**src/rtl/qbp_pkg.sv**
```systemverilog
package qbp_pkg;

    // CPU operation codes
    typedef enum logic [2:0] {
        OP_NOP      = 3'd0,
        OP_WRITE    = 3'd1,
        OP_SET      = 3'd2,
        OP_CLR      = 3'd3,
        OP_TOGGLE   = 3'd4,
        OP_RD_PIN   = 3'd5,
        OP_RD_LATCH = 3'd6,
        OP_RSVD     = 3'd7
    } op_e;

    // Access sequencer states
    typedef enum logic [1:0] {
        ST_IDLE    = 2'd0,
        ST_FETCH   = 2'd1,
        ST_COMMIT  = 2'd2,
        ST_RESPOND = 2'd3
    } state_e;

    // Alternate function bit positions (decoded by neighbouring blocks)
    localparam int ALT_RXD  = 0;
    localparam int ALT_TXD  = 1;
    localparam int ALT_INT0 = 2;
    localparam int ALT_INT1 = 3;
    localparam int ALT_CNT0 = 4;
    localparam int ALT_CNT1 = 5;
    localparam int ALT_WR   = 6;
    localparam int ALT_RD   = 7;

    // Bits whose alternate function drives the pin
    localparam logic [7:0] ALT_OUT_MASK = 8'b1100_0010;

endpackage

```
**src/rtl/qbp_latch.sv**
```systemverilog
module qbp_latch #(
    parameter int WIDTH = 8
) (
    input  logic             clk,
    input  logic             rst,
    input  logic             we,
    input  logic [WIDTH-1:0] d,
    output logic [WIDTH-1:0] q
);
    // Resets to all ones: every pin released and usable as input
    always_ff @(posedge clk) begin
        if (rst) begin
            q <= '1;
        end else if (we) begin
            q <= d;
        end
    end
endmodule

```
**src/rtl/qbp_pinmux.sv**
```systemverilog
module qbp_pinmux #(
    parameter int             WIDTH    = 8,
    parameter logic [WIDTH-1:0] ALT_MASK = '0
) (
    input  logic [WIDTH-1:0] latch_q,
    input  logic [WIDTH-1:0] alt_sel,
    input  logic [WIDTH-1:0] alt_val,
    output logic [WIDTH-1:0] pd_en
);
    for (genvar i = 0; i < WIDTH; i++) begin : g_bit
        logic sel_eff;
        logic drive;
        // Only bits that own an alternate output can be taken over
        assign sel_eff  = alt_sel[i] & ALT_MASK[i];
        assign drive    = sel_eff ? alt_val[i] : 1'b1;
        // Pull-down on unless both latch and alternate say "release"
        assign pd_en[i] = ~(latch_q[i] & drive);
    end
endmodule

```
**src/rtl/qbp_ctrl.sv**
```systemverilog
module qbp_ctrl
    import qbp_pkg::*;
#(
    parameter int WIDTH = 8,
    parameter int IDX_W = $clog2(WIDTH)
) (
    input  logic             clk,
    input  logic             rst,
    input  logic             req,
    input  logic [2:0]       op,
    input  logic [IDX_W-1:0] bit_idx,
    input  logic [WIDTH-1:0] wdata,
    input  logic [WIDTH-1:0] latch_q,
    input  logic [WIDTH-1:0] pin_lvl,
    output logic             ready,
    output logic             rd_valid,
    output logic [WIDTH-1:0] rdata,
    output logic             latch_we,
    output logic [WIDTH-1:0] latch_d,
    output logic [1:0]       state_o,
    output logic [2:0]       op_o
);
    state_e            state_q, state_d;
    op_e               op_q;
    logic [IDX_W-1:0]  idx_q;
    logic [WIDTH-1:0]  work_q;
    logic [WIDTH-1:0]  rdata_q;

    function automatic logic [WIDTH-1:0] bit_apply(
        input logic [WIDTH-1:0] base,
        input op_e              kind,
        input logic [IDX_W-1:0] idx
    );
        logic [WIDTH-1:0] mask;
        mask = '0;
        mask[idx] = 1'b1;
        unique case (kind)
            OP_SET:    bit_apply = base | mask;
            OP_CLR:    bit_apply = base & ~mask;
            OP_TOGGLE: bit_apply = base ^ mask;
            default:   bit_apply = base;
        endcase
    endfunction

    // Next state
    always_comb begin
        state_d = state_q;
        unique case (state_q)
            ST_IDLE: begin
                if (req) begin
                    unique case (op_e'(op))
                        OP_WRITE:                   state_d = ST_COMMIT;
                        OP_SET, OP_CLR, OP_TOGGLE:  state_d = ST_FETCH;
                        OP_RD_PIN, OP_RD_LATCH:     state_d = ST_RESPOND;
                        default:                    state_d = ST_IDLE;
                    endcase
                end
            end
            ST_FETCH:   state_d = ST_COMMIT;
            ST_COMMIT:  state_d = ST_IDLE;
            ST_RESPOND: state_d = ST_IDLE;
            default:    state_d = ST_IDLE;
        endcase
    end

    // State register
    always_ff @(posedge clk) begin
        if (rst) begin
            state_q <= ST_IDLE;
        end else begin
            state_q <= state_d;
        end
    end

    // Datapath registers driven by the state
    always_ff @(posedge clk) begin
        if (rst) begin
            op_q    <= OP_NOP;
            idx_q   <= '0;
            work_q  <= '0;
            rdata_q <= '0;
        end else begin
            unique case (state_q)
                ST_IDLE: begin
                    if (req) begin
                        op_q  <= op_e'(op);
                        idx_q <= bit_idx;
                        if (op_e'(op) == OP_WRITE)     work_q  <= wdata;
                        if (op_e'(op) == OP_RD_PIN)    rdata_q <= pin_lvl;
                        if (op_e'(op) == OP_RD_LATCH)  rdata_q <= latch_q;
                    end
                end
                ST_FETCH:   work_q <= bit_apply(latch_q, op_q, idx_q);
                default: ;
            endcase
        end
    end

    // Outputs from state
    always_comb begin
        ready    = (state_q == ST_IDLE);
        rd_valid = (state_q == ST_RESPOND);
        latch_we = (state_q == ST_COMMIT);
        latch_d  = work_q;
        rdata    = rdata_q;
        state_o  = state_q;
        op_o     = op_q;
    end
endmodule

```
**src/rtl/qbp_port.sv**
```systemverilog
module qbp_port
    import qbp_pkg::*;
#(
    parameter int WIDTH = 8   // at least 8: alternate positions are fixed
) (
    input  logic             clk,
    input  logic             rst,
    input  logic             req,
    input  logic [2:0]       op,
    input  logic [$clog2(WIDTH)-1:0] bit_idx,
    input  logic [WIDTH-1:0] wdata,
    output logic             ready,
    output logic             rd_valid,
    output logic [WIDTH-1:0] rdata,
    input  logic [WIDTH-1:0] pin_in,
    output logic [WIDTH-1:0] pd_en,
    input  logic [WIDTH-1:0] alt_sel,
    input  logic             txd_alt,
    input  logic             wr_n_alt,
    input  logic             rd_n_alt,
    output logic             rxd_in,
    output logic             int0_n_in,
    output logic             int1_n_in,
    output logic             cnt0_in,
    output logic             cnt1_in
);
    localparam int IDX_W = $clog2(WIDTH);
    localparam logic [WIDTH-1:0] OUT_MASK = WIDTH'(ALT_OUT_MASK);

    logic [WIDTH-1:0] latch_q;
    logic [WIDTH-1:0] latch_d;
    logic             latch_we;
    logic [WIDTH-1:0] alt_val;
    logic [1:0]       state_w;
    logic [2:0]       op_w;

    qbp_ctrl #(.WIDTH(WIDTH), .IDX_W(IDX_W)) u_ctrl (
        .clk      (clk),
        .rst      (rst),
        .req      (req),
        .op       (op),
        .bit_idx  (bit_idx),
        .wdata    (wdata),
        .latch_q  (latch_q),
        .pin_lvl  (pin_in),
        .ready    (ready),
        .rd_valid (rd_valid),
        .rdata    (rdata),
        .latch_we (latch_we),
        .latch_d  (latch_d),
        .state_o  (state_w),
        .op_o     (op_w)
    );

    qbp_latch #(.WIDTH(WIDTH)) u_latch (
        .clk (clk),
        .rst (rst),
        .we  (latch_we),
        .d   (latch_d),
        .q   (latch_q)
    );

    // Alternate output values; unused positions read as "release"
    always_comb begin
        alt_val          = '1;
        alt_val[ALT_TXD] = txd_alt;
        alt_val[ALT_WR]  = wr_n_alt;
        alt_val[ALT_RD]  = rd_n_alt;
    end

    qbp_pinmux #(.WIDTH(WIDTH), .ALT_MASK(OUT_MASK)) u_pinmux (
        .latch_q (latch_q),
        .alt_sel (alt_sel),
        .alt_val (alt_val),
        .pd_en   (pd_en)
    );

    // Alternate inputs always see the sensed pin
    assign rxd_in    = pin_in[ALT_RXD];
    assign int0_n_in = pin_in[ALT_INT0];
    assign int1_n_in = pin_in[ALT_INT1];
    assign cnt0_in   = pin_in[ALT_CNT0];
    assign cnt1_in   = pin_in[ALT_CNT1];
endmodule

```
**config.mk**
```make
export PLATFORM = sky130hd
export DESIGN_NAME = qbp_port
export DESIGN_NICKNAME = d
export VERILOG_FILES = /design/src/rtl/qbp_pkg.sv /design/src/rtl/qbp_latch.sv /design/src/rtl/qbp_pinmux.sv /design/src/rtl/qbp_ctrl.sv /design/src/rtl/qbp_port.sv
export SDC_FILE = /design/constraint.sdc
export NUM_CORES = 1
export LEC_CHECK = 0
export ABC_CLOCK_PERIOD_IN_PS = 2300
export BUFFER_PORTS_ARGS = -buffer_cell sky130_fd_sc_hd__buf_4
export CORE_MARGIN = 3
export CORE_UTILIZATION = 52
export DETAILED_ROUTE_END_ITERATION = 10
export PLACE_DENSITY = 0.79
export SKIP_LAST_GASP = 1
export SLEW_MARGIN = 10
export SYNTH_ARGS = -nofsm -noshare
export SYNTH_HDL_FRONTEND = slang
export SYNTH_HIERARCHICAL = 1
export SYNTH_SLANG_ARGS = --single-unit
export TNS_END_PERCENT = 50
```
**constraint.sdc**
```tcl
create_clock -name clk -period 2.3 [get_ports clk]
set_clock_uncertainty 0.1 [all_clocks]
set_input_delay 0.115 -clock clk [delete_from_list [all_inputs] [get_ports clk]]
set_output_delay 0.115 -clock clk [all_outputs]
set_load 0.01 [all_outputs]
```
Word-level counts from Yosys, hierarchy flattened --
Index checks and enable logic that the tools add are counted.
Word-level totals: word-level logic and storage cells 61, input bits 36, output and inout bits 23, register bits after elaboration 32
Cells by class: bitwise gates (word level) 15, reductions and logical operators 10, mux-type cells 14, order comparisons 2, eq/ne operators 14
Operators with widths (count):
- $mux 8 | 4
- $pmux 8 s3 | 1
- $pmux 8 s2 | 1
- $eq 3x2->1 const B | 4
- $eq 3x3->1 const B | 4
- $pmux 2 s3 | 2
- $and 8x8->8 | 1
- $not 1->1 | 8
- $not 8->8 | 1
- $or 8x8->8 | 1
- $xor 8x8->8 | 1
- $reduce_and 3->1 | 2
- $eq 2x2->1 const B | 2
- $lt 3x4->1 const B | 1
- $mux 1 | 4
- $reduce_bool 2->1 | 2
- $reduce_or 2->1 | 2
- $and 1x1->1 | 3
- $demux 1 s3 | 1
- $eq 3x1->1 const B | 1
- $ge 3x1->1 const B | 1
- $reduce_or 3->1 | 1
- $eq 2x1->1 const B | 1
- $logic_not 2->1 | 1
- 5 further kinds | 5

Depth between registers and ports, before layout --
Gate-level depths: netlist of the first run.
word-level depth 8, depth in mapped cells 8

Hierarchy --
The synthesis of the first run kept the hierarchy.
Modules (own cells, without submodules):
- qbp_ctrl | area each 1670.4 um2, sequential area each 480.5 um2, cells each 217, times used 1
- qbp_latch | area each 302.8 um2, sequential area each 160.2 um2, cells each 26, times used 1
- qbp_pinmux | area each 56.3 um2, sequential area each 0.0 um2, cells each 11, times used 1
- qbp_port | area each 41.3 um2, sequential area each 0.0 um2, cells each 6, times used 1

Least setup slack after synthesis of the first run --
Ideal clock, no wire load.
kind register to register, start reg u_ctrl.idx_q[2], end reg u_ctrl.work_q[4] (netlist: u_ctrl/latch_d[4]), path buffers 1, setup slack 0.201 ns, period minus slack after synthesis 2.099 ns, cell stages (with the launch flop) 8, data required time 2.112 ns, arrival time 1.911 ns, setup time 0.088 ns, cells stage by stage dfxtp_1 -> clkbuf_1 -> or3b_1 -> ha_1 -> nor2_1 -> a211oi_1 -> or4_1 -> a311oi_2
Between the ends: word-level cells in the longest chain between the ends 8, elaborated cells between the ends (all ways) 11, classes of those cells 2 x order compare; 4 x mux; 4 x bitwise; 1 x reduce/logical
Ends and longest elaborated chain:
- from (decl) | line qbp_ctrl.sv:25 | logic [IDX_W-1:0] idx_q;
- from (signal assigned) | line qbp_ctrl.sv:87 | idx_q <= bit_idx;
- $lt 3x4->1 (implied by the code) / $ge 3x1->1 (equally long branches) | line qbp_ctrl.sv:36 | mask[idx] = 1'b1;
- $logic_and 1x1->1 (implied by the code) | line qbp_ctrl.sv:36
- $mux 1 (implied by the code) | line qbp_ctrl.sv:36
- $demux 1 s3 *
- $not 8->8 | line qbp_ctrl.sv:39 | OP_CLR: bit_apply = base & ~mask;
- $and 8x8->8 | line qbp_ctrl.sv:39
- $pmux 8 s3 * | line qbp_ctrl.sv:37 | unique case (kind)
- $pmux 8 s2 * | line qbp_ctrl.sv:83 | unique case (state_q)
- to (signal assigned) | line qbp_ctrl.sv:88 | if (op_e'(op) == OP_WRITE) work_q <= wdata;
- to (signal assigned) | line qbp_ctrl.sv:93 | ST_FETCH: work_q <= bit_apply(latch_q, op_q, idx_q);
- to (decl) | line qbp_ctrl.sv:26 | logic [WIDTH-1:0] work_q;
Every way passes the cells marked *; elsewhere a longest branch is shown, timed or not. A chain may end at the register's enable or synchronous reset.

Final worst setup path of the first run --
Same ends and word-level chain as after synthesis.

==> flow_metrics.tcl, run 1 <==
set metrics [dict create \
    peakVddDrop_mv 0.360 \
    tightest_slew_ns 0.618 \
    final_cell_count_no_fill 347 \
    power_switching_uw 375 \
    drive_gt1_frac 0.258 \
    postSynthCellCount 259 \
    die_w_microns 69.0 \
    drt-wirelength-per-cell_microns 12.6 \
    fillCellCount 340 \
    antenna_found_initial 0 \
    viasPerCell 5.46 \
    drt-initial-drc-count 129 \
    layout_min_cycle_time_ns 2.15 \
    ff2ff_path_depth 6 \
    die_h_microns 69.0 \
    critPathLaunch "u_ctrl/idx_q[2]$_SDFFE_PP0P_" \
    grt_pass1_wl_microns 7590 \
    coreArea_sq_um 3740 \
    num_rows 22 \
    htreeDepth 2 \
    die_area_sq_um 4770 \
    port_buffers 53 \
    netSwitchingFraction 0.283 \
    postLayoutCoreUtil 0.667 \
    combPwrFrac 0.239 \
    finalHoldViolations 0 \
    gp_congestion 0.840 \
    r2r_slack_ns 0.15 \
    regToRegEndpoint "u_ctrl/latch_d[4]$_SDFFE_PP0P_" \
    timing.final.crit_share 0.933 \
    path_class "flop to flop" \
    p_total_mw 1.33 \
    path_max_fanout 9 \
    slew_viol_final 0 \
    num_vias 1894 \
    p_clk_frac 0.280 \
    cts_root_buf "clkbuf_8" \
    power.leakage_nw 1.13 \
    antenna_left 0 \
    status "completed" \
    most-common-layout-cells "buf_4, nor2_1, dfxtp_1" \
    synth_area_sq_um 2070 \
    place_hpwl_microns 3190 \
    drc 0 \
    grt_util_all_layers 0.190 \
    final_common_cell "buf_4" \
    dp_cells 341 \
    post_cts_buffers 0 \
    worstHoldEndpoint "u_ctrl/latch_d[0]$_SDFFE_PP0P_" \
    cts_resized 0 \
    hold_depth 3 \
    floorplan.initialDensity 0.552 \
    timing.slew.headroom 0.587 \
    grt_max_degree 33 \
    critPathLaunchType "flop" \
    p_int_uw 952 \
    power_density_nw_per_um2 531 \
    grt_pass1_vias 1785 \
    hp-class "primary input to flop" \
    pwr-share-seq 0.481 \
    clk_pin_slew_ns 0.06 \
    n_antenna_cell 0 \
    finalWirelength_microns 4380 \
    required_ns 2.39 \
    cts_buffers 5 \
    placedInstanceArea_sq_um 2420 \
    grt_setup_unrepaired "no" \
    area_delta_synth_final_pct 20.8 \
    detail_route.first_pass.iterations 4 \
    finalSetupTns_ns 0 \
    end_kind "flop" \
    cts_sinks 32 \
    fin_nets 353 \
    hold_start "wdata[0]" \
    synth_warnings 6 \
    grt-ovfl-total 0 \
    worstSkewPairLatency_ns 0.28 \
    avgSynthCellArea_sq_um 7.98 \
    r2r-start "u_ctrl/idx_q[2]$_SDFFE_PP0P_" \
    design_area_sq_um 2500 \
    setup_viol 0 \
    cts_buffer_depth 2 \
    drv_cap 0 \
    fmax_mhz 466 \
    cp.arrival_ns 2.24 \
    cts_tree "yes" \
    io_pins 59 \
    synth.net_count 311 \
]
registers in the layout (all words and copies together) (netlist names):
name / cells
u_ctrl/latch_d: 8
u_ctrl/rdata: 8
u_latch/q: 8
u_ctrl/idx_q: 3
u_ctrl/op_o: 3
u_ctrl/state_o: 2
stage by stage:
step	hold slack [ns]	setup WS (ns)
3_3_place_gp	0.280	0.210
6_report	0.0130	0.154
2_1_floorplan	0.0871	0.201
4_1_cts	0.00384	0.149
3_5_place_dp	0.281	0.164
5_1_grt	0.0197	0.0230
routing by layer:
layer	up-vias	track usage	part of all wire	wire length [microns]
li1	957	-	-	-
met1	878	0.227	0.42	1820
met2	52	0.333	0.51	2240
met3	7	0.0452	0.061	269
met4	0	0.0586	0.011	50
met5	-	0	0	0
area by class of cell:
class | count | area (sq um) | share of cell area
multi-input combinational | 186 | 1220 | 0.489
tap | 48 | 60.1 | 0.0240
sequential | 32 | 641 | 0.257
clock buffer | 5 | 68.8 | 0.0276
inverter | 18 | 67.6 | 0.0271
timing repair buffer | 58 | 438 | 0.175
worst max path at each step:
stage / endpoint / slack [ns] / cells after the start
2_1_floorplan: u_ctrl/latch_d[4]$_SDFFE_PP0P_ / 0.20 / 7
3_3_place_gp: u_ctrl/latch_d[4]$_SDFFE_PP0P_ / 0.21 / 6
3_5_place_dp: u_ctrl/latch_d[4]$_SDFFE_PP0P_ / 0.16 / 6
4_1_cts: u_ctrl/latch_d[4]$_SDFFE_PP0P_ / 0.15 / 6
5_1_grt: u_ctrl/latch_d[4]$_SDFFE_PP0P_ / 0.02 / 6
6_report: u_ctrl/latch_d[4]$_SDFFE_PP0P_ / 0.15 / 6
worst max-delay path, stage by stage (launching register included):
cell	delay, ns
dfxtp_1	0.44
or3b_1	0.42
ha_1	0.20
nor2_1	0.09
a211oi_1	0.05
or4_1	0.54
a311oi_2	0.23
power groups by stage:
stage	Clock, mW	Combinational [mW]	Sequential [mW]
6_report	0.371	0.317	0.638
3_5_place_dp	0	0.317	0.650
5_1_grt	0.410	0.359	0.646
3_3_place_gp	0	0.311	0.648
4_1_cts	0.387	0.321	0.638
2_1_floorplan	0	0.217	0.636
repair_timing:
item / in CTS / in global routing
endpoints found under the setup margin: 0 / 0
hold endpoints to repair: 1 / 0
hold buffers: 1 / 0
Note: power is estimated with default switching activity, not from simulation.
==> run 2: changes to the inputs <==
--- a/config.mk
+++ b/config.mk
@@ -6,7 +6,7 @@
 export NUM_CORES = 1
 export LEC_CHECK = 0
 export ABC_CLOCK_PERIOD_IN_PS = 2300
-export BUFFER_PORTS_ARGS = -buffer_cell sky130_fd_sc_hd__buf_4
+export BUFFER_PORTS_ARGS = -buffer_cell sky130_fd_sc_hd__buf_2
 export CORE_MARGIN = 3
 export CORE_UTILIZATION = 52
 export DETAILED_ROUTE_END_ITERATION = 10
==> run 2 against run 1 <==
  * Worst hold slack worse by 0.0078 ns
  * Critical path type unchanged
  * Core utilization fell by 0.57 points
  * Total power is 15% higher
  * Critical path depth unchanged
  * Flip-flop and latch count unchanged
  * Highest routed layer unchanged
  * Largest cell class unchanged
  * Global-route usage increased by 0.16 points
  * Critical endpoint is now u_ctrl/latch_d[2]$_SDFFE_PP0P_
  * Worst setup slack improved by 0.016 ns
  * Clock-buffer cell count up 2
  * Sequential share of layout area is 0.27 points higher
  * Clock power up 58%
  * Register-to-register slack better by 0.02 ns
==> flow_metrics.tcl, run 2 (synthesized netlist as in run 1, its figures left out) <==
set metrics [dict create \
    status "completed" \
    path_max_fanout 9 \
    io_pins 59 \
    n_antenna_cell 0 \
    final_common_cell "buf_2" \
    critPathLaunchType "flop" \
    worstSkewPairLatency_ns 0.29 \
    num_rows 22 \
    setup_viol 0 \
    cts_sinks 32 \
    finalWirelength_microns 4410 \
    drc 0 \
    layout_min_cycle_time_ns 2.13 \
    place_hpwl_microns 3090 \
    viasPerCell 5.35 \
    path_class "flop to flop" \
    die_area_sq_um 4770 \
    cts_buffers 5 \
    most-common-layout-cells "buf_2, nor2_1, dfxtp_1" \
    cts_root_buf "clkbuf_8" \
    htreeDepth 2 \
    area_delta_synth_final_pct 19.8 \
    cts_tree "yes" \
    grt-ovfl-total 0 \
    gp_congestion 0.786 \
    drt-wirelength-per-cell_microns 12.4 \
    cp.arrival_ns 2.23 \
    floorplan.initialDensity 0.552 \
    timing.final.crit_share 0.926 \
    tightest_slew_ns 0.626 \
    peakVddDrop_mv 0.373 \
    grt_setup_unrepaired "no" \
    die_w_microns 69.0 \
    num_vias 1898 \
    hp-class "primary input to flop" \
    drive_gt1_frac 0.261 \
    grt_util_all_layers 0.191 \
    finalSetupTns_ns 0 \
    timing.slew.headroom 0.583 \
    drv_cap 0 \
    dp_cells 340 \
    antenna_found_initial 0 \
    grt_pass1_vias 1666 \
    required_ns 2.40 \
    antenna_left 0 \
    grt_max_degree 33 \
    drt-initial-drc-count 82 \
    fin_nets 358 \
    final_cell_count_no_fill 355 \
    detail_route.first_pass.iterations 4 \
    slew_viol_final 0 \
    placedInstanceArea_sq_um 2280 \
    end_kind "flop" \
    clk_pin_slew_ns 0.07 \
    coreArea_sq_um 3740 \
    power_density_nw_per_um2 614 \
    p_total_mw 1.52 \
    fmax_mhz 469 \
    power.leakage_nw 1.15 \
    die_h_microns 69.0 \
    finalHoldViolations 0 \
    cts_buffer_depth 2 \
    design_area_sq_um 2480 \
    grt_pass1_wl_microns 7530 \
    port_buffers 53 \
]
==> run 2: cell count changes in the layout (fill, tap and decap cells not counted), sizes merged <==
| cell | previous run | this run |
|---|---|---|
| clkbuf | 5 | 7 |
| bufinv | 0 | 1 |
| buf | 57 | 56 |
| dlygate4sd3 | 1 | 7 |
==> run 2: cell type report <==
cell class,count,area (sq um)
Sequential cell,32,642
Clock buffer,7,96.3
Fill cell,346,1270
Timing Repair Buffer,63,358
Multi-Input combinational cell,186,1220
Clock inverter,1,30.0
Tap cell,48,60.1
Inverter,18,67.6
==> run 2: worst max-delay path, stage by stage, from the launching register on <==
cell and delay (ns):
dfxtp_1 0.46, or3b_1 0.41, ha_1 0.19, nand2b_1 0.06
a21oi_1 0.06, or4_1 0.51, a311oi_1 0.25
==> run 2: final timing paths <==
check	from	end	slack, ns	depth (start not counted)
setup reg to reg	u_ctrl/idx_q[1]$_SDFFE_PP0P_	u_ctrl/latch_d[2]$_SDFFE_PP0P_	0.17	6
hold reg to reg	u_ctrl/latch_d[4]$_SDFFE_PP0P_	u_latch/q[4]$_SDFFE_PP1P_	0.37	1
setup / recovery	u_ctrl/idx_q[1]$_SDFFE_PP0P_	u_ctrl/latch_d[2]$_SDFFE_PP0P_	0.17	6
hold / removal	wdata[0]	u_ctrl/latch_d[0]$_SDFFE_PP0P_	0.005	3
==> run 2: report_power, final <==
| group | switching [mW] | internal (mW) | leakage, nW |
|---|---|---|---|
| Clock | 0.205 | 0.382 | 0.0645 |
| Sequential | 0.0416 | 0.595 | 0.263 |
| Combinational | 0.157 | 0.140 | 0.821 |
==> run 2: layer usage <==
metal,track usage,wire (microns)
met1,0.243,1910
met2,0.304,2190
met3,0.0583,273
met4,0.0716,32
met5,0,0
==> run 2: timing repair <==
item                                    4_1_cts  5_1_grt
buffers inserted                              0        0
endpoints found under the hold margin         7        0
endpoints found under the setup margin        0        1
hold buffers                                  7        0
resized for setup                             0        1
==> run 2: per-stage QoR <==
| stage | setup slack [ns] | hold slack [ns] | utilization |
|---|---|---|---|
| after floorplan | 0.201 | 0.0871 | - |
| after global placement | 0.206 | 0.276 | 0.609 |
| after detailed placement | 0.158 | 0.279 | 0.609 |
| after CTS | 0.132 | 0.000989 | 0.661 |
| after global routing | 0.0366 | 0.00645 | 0.661 |
| final | 0.170 | 0.00513 | 0.661 |
==> run 3: changes to the inputs <==
--- a/config.mk
+++ b/config.mk
@@ -5,12 +5,12 @@
 export SDC_FILE = /design/constraint.sdc
 export NUM_CORES = 1
 export LEC_CHECK = 0
-export ABC_CLOCK_PERIOD_IN_PS = 2300
+export ABC_CLOCK_PERIOD_IN_PS = 1900
 export BUFFER_PORTS_ARGS = -buffer_cell sky130_fd_sc_hd__buf_2
 export CORE_MARGIN = 3
-export CORE_UTILIZATION = 52
+export CORE_UTILIZATION = 47
 export DETAILED_ROUTE_END_ITERATION = 10
-export PLACE_DENSITY = 0.79
+export PLACE_DENSITY = 0.75
 export SKIP_LAST_GASP = 1
 export SLEW_MARGIN = 10
 export SYNTH_ARGS = -nofsm -noshare
==> constraint.sdc (replaced) <==
create_clock -name clk -period 1.9 [get_ports clk]
set_clock_uncertainty 0.1 [all_clocks]
set_input_delay 0.095 -clock clk [delete_from_list [all_inputs] [get_ports clk]]
set_output_delay 0.095 -clock clk [all_outputs]
set_load 0.01 [all_outputs]
==> run 3 against run 2 <==
  * The flow now finishes with violations (negative setup slack)
  * Routed wire length rose by 16%
  * Clock-buffer cell count did not move
  * Global-route usage rose by 1.2 points
  * First-iteration DRC count fell by 6.1%
  * Worst setup slack got worse by 0.26 ns
  * Core utilization rose by 1.5 points
  * Flip-flop and latch count did not move
  * Final area rose by 12%
  * Via count rose by 6.8%
  * Critical path depth fell by 1
  * Sequential power rose by 19%
  * Register-to-register slack got worse by 0.26 ns
  * Largest cell class unchanged
  * Highest routed layer unchanged
==> flow_metrics.tcl, run 3 (synthesized netlist as in run 1, its figures left out) <==
set metrics [dict create \
    status "complete, but fails checks" \
    violations "negative setup slack" \
    grt_pass1_vias 1883 \
    cp.arrival_ns 2.10 \
    setup_viol 8 \
    path_buf_inv 0 \
    grt_util_all_layers 0.203 \
    finalHoldViolations 0 \
    dp_slack_ns -0.132 \
    timing.slew.headroom 0.575 \
    timing.final.ws_setup_ns -0.0916 \
    tightest_slew_ns 0.637 \
    power_density_nw_per_um2 701 \
    timing.final.crit_share 1.05 \
    cts_buffers 5 \
    area_delta_synth_final_pct 34.7 \
    path_class "flop to flop" \
    grt_pass1_wl_microns 8440 \
    detail_route.first_pass.iterations 4 \
    final_cell_count_no_fill 383 \
    num_rows 23 \
    port_buffers 53 \
    power.leakage_nw 1.28 \
    place_hpwl_microns 3560 \
    htreeDepth 2 \
    cp_top_family "simple AND/OR/NAND/NOR gates" \
    antenna_found_initial 0 \
    finalSetupTns_ns -0.455 \
    drt-initial-drc-count 77 \
    cts_sinks 32 \
    grt_setup_unrepaired "yes" \
    grt-ovfl-total 0 \
    grt_max_degree 33 \
    io_pins 59 \
    path_max_fanout 5 \
    design_area_sq_um 2790 \
    antenna_left 0 \
    drt-wirelength-per-cell_microns 13.4 \
    gp_congestion 0.798 \
    cts_tree "yes" \
    die_w_microns 72.3 \
    clk_pin_slew_ns 0.07 \
    floorplan.initialDensity 0.502 \
    num_vias 2028 \
    slew_viol_final 0 \
    fmax_mhz 502 \
    cts_buffer_depth 2 \
    crit_slowest_cell "or4_4" \
    layout_min_cycle_time_ns 1.99 \
    worstSkewPairLatency_ns 0.29 \
    slowest_delay_ns 0.47 \
    n_antenna_cell 0 \
    viasPerCell 5.30 \
    cts_root_buf "clkbuf_8" \
    hp-class "primary input to flop" \
    die_h_microns 72.3 \
    critPathLaunchType "flop" \
    drive_gt1_frac 0.348 \
    finalWirelength_microns 5130 \
    placedInstanceArea_sq_um 2420 \
    fin_nets 384 \
    required_ns 2.01 \
    die_area_sq_um 5230 \
    drv_cap 0 \
    coreArea_sq_um 4120 \
    most-common-layout-cells "buf_2, nor2_1, dfxtp_1" \
    drc 0 \
    peakVddDrop_mv 0.527 \
    final_common_cell "buf_2" \
    dp_cells 361 \
    end_kind "flop" \
    path_cells "or3b_4 > ha_4 > nor2_2 > or4_4 > a311oi_2" \
]
run 3: cell types whose count changed in the layout (fill, tap and decap cells not counted), moves of 3 or more:
cell / previous run / this run
dlygate4sd3_1: 7 / 13
ha_4: 0 / 4
nor2_1: 35 / 31
buf_4: 3 / 22
nor2_2: 0 / 3
ha_1: 16 / 12
run 3: worst min-delay path, delay by kind of cell:
kind                   cells  cell delay, ns
buffers and inverters      1            0.10
AO/OA/AOI/OAI              1            0.09
AND/OR/NAND/NOR            1            0.07
run 3: routing by layer:
layer / GRT usage / part of all wire / wire (microns) / up-vias
met3: 0.0471 / 0.053 / 272 / 6
li1: - / - / - / 1021
met2: 0.359 / 0.51 / 2630 / 48
met5: 0 / 0 / 0 / -
met1: 0.238 / 0.42 / 2160 / 953
met4: 0.0752 / 0.013 / 65 / 0
run 3: path summary, 6_finish.rpt:
path	end	cells after the start	from	slack, ns
worst max-delay path	u_ctrl/latch_d[4]$_SDFFE_PP0P_	5	u_ctrl/idx_q[2]$_SDFFE_PP0P_	-0.09
worst min-delay path	u_ctrl/latch_d[6]$_SDFFE_PP0P_	3	wdata[6]	0.01
worst max register to register	u_ctrl/latch_d[4]$_SDFFE_PP0P_	5	u_ctrl/idx_q[2]$_SDFFE_PP0P_	-0.09
worst min register to register	u_latch/q[6]$_SDFFE_PP1P_	1	u_ctrl/latch_d[6]$_SDFFE_PP0P_	0.37
run 3: stage by stage:
step	hold WS (ns)	utilization	total power, mW
3_5_place_dp	0.272	0.589	1.18
6_report	0.0117	0.677	1.95
2_1_floorplan	0.0671	-	1.03
5_1_grt	0.0209	0.677	2.05
4_1_cts	0.00245	0.659	1.94
3_3_place_gp	0.269	0.589	1.16
run 3: repair_timing:
action,4_1_cts,5_1_grt
setup endpoints to repair,8,11
resized for setup,6,16
pin swaps,8,15
hold endpoints to repair,13,0
buffers inserted,1,0
hold buffers,13,0
run 3: final cells by class:
type | count | area, sq um
tap | 50 | 62.6
multi-input combinational | 186 | 1310
clock inverter | 1 | 30.0
inverter | 18 | 67.6
clock buffer | 7 | 96.3
timing repair buffer | 89 | 572
sequential | 32 | 649
fill | 340 | 1330
run 3: power breakdown:
part	internal [mW]	leakage, nW	switching, mW
Combinational	0.229	0.954	0.229
Clock	0.463	0.0645	0.272
Sequential	0.719	0.264	0.0392
Total	1.41	1.28	0.541
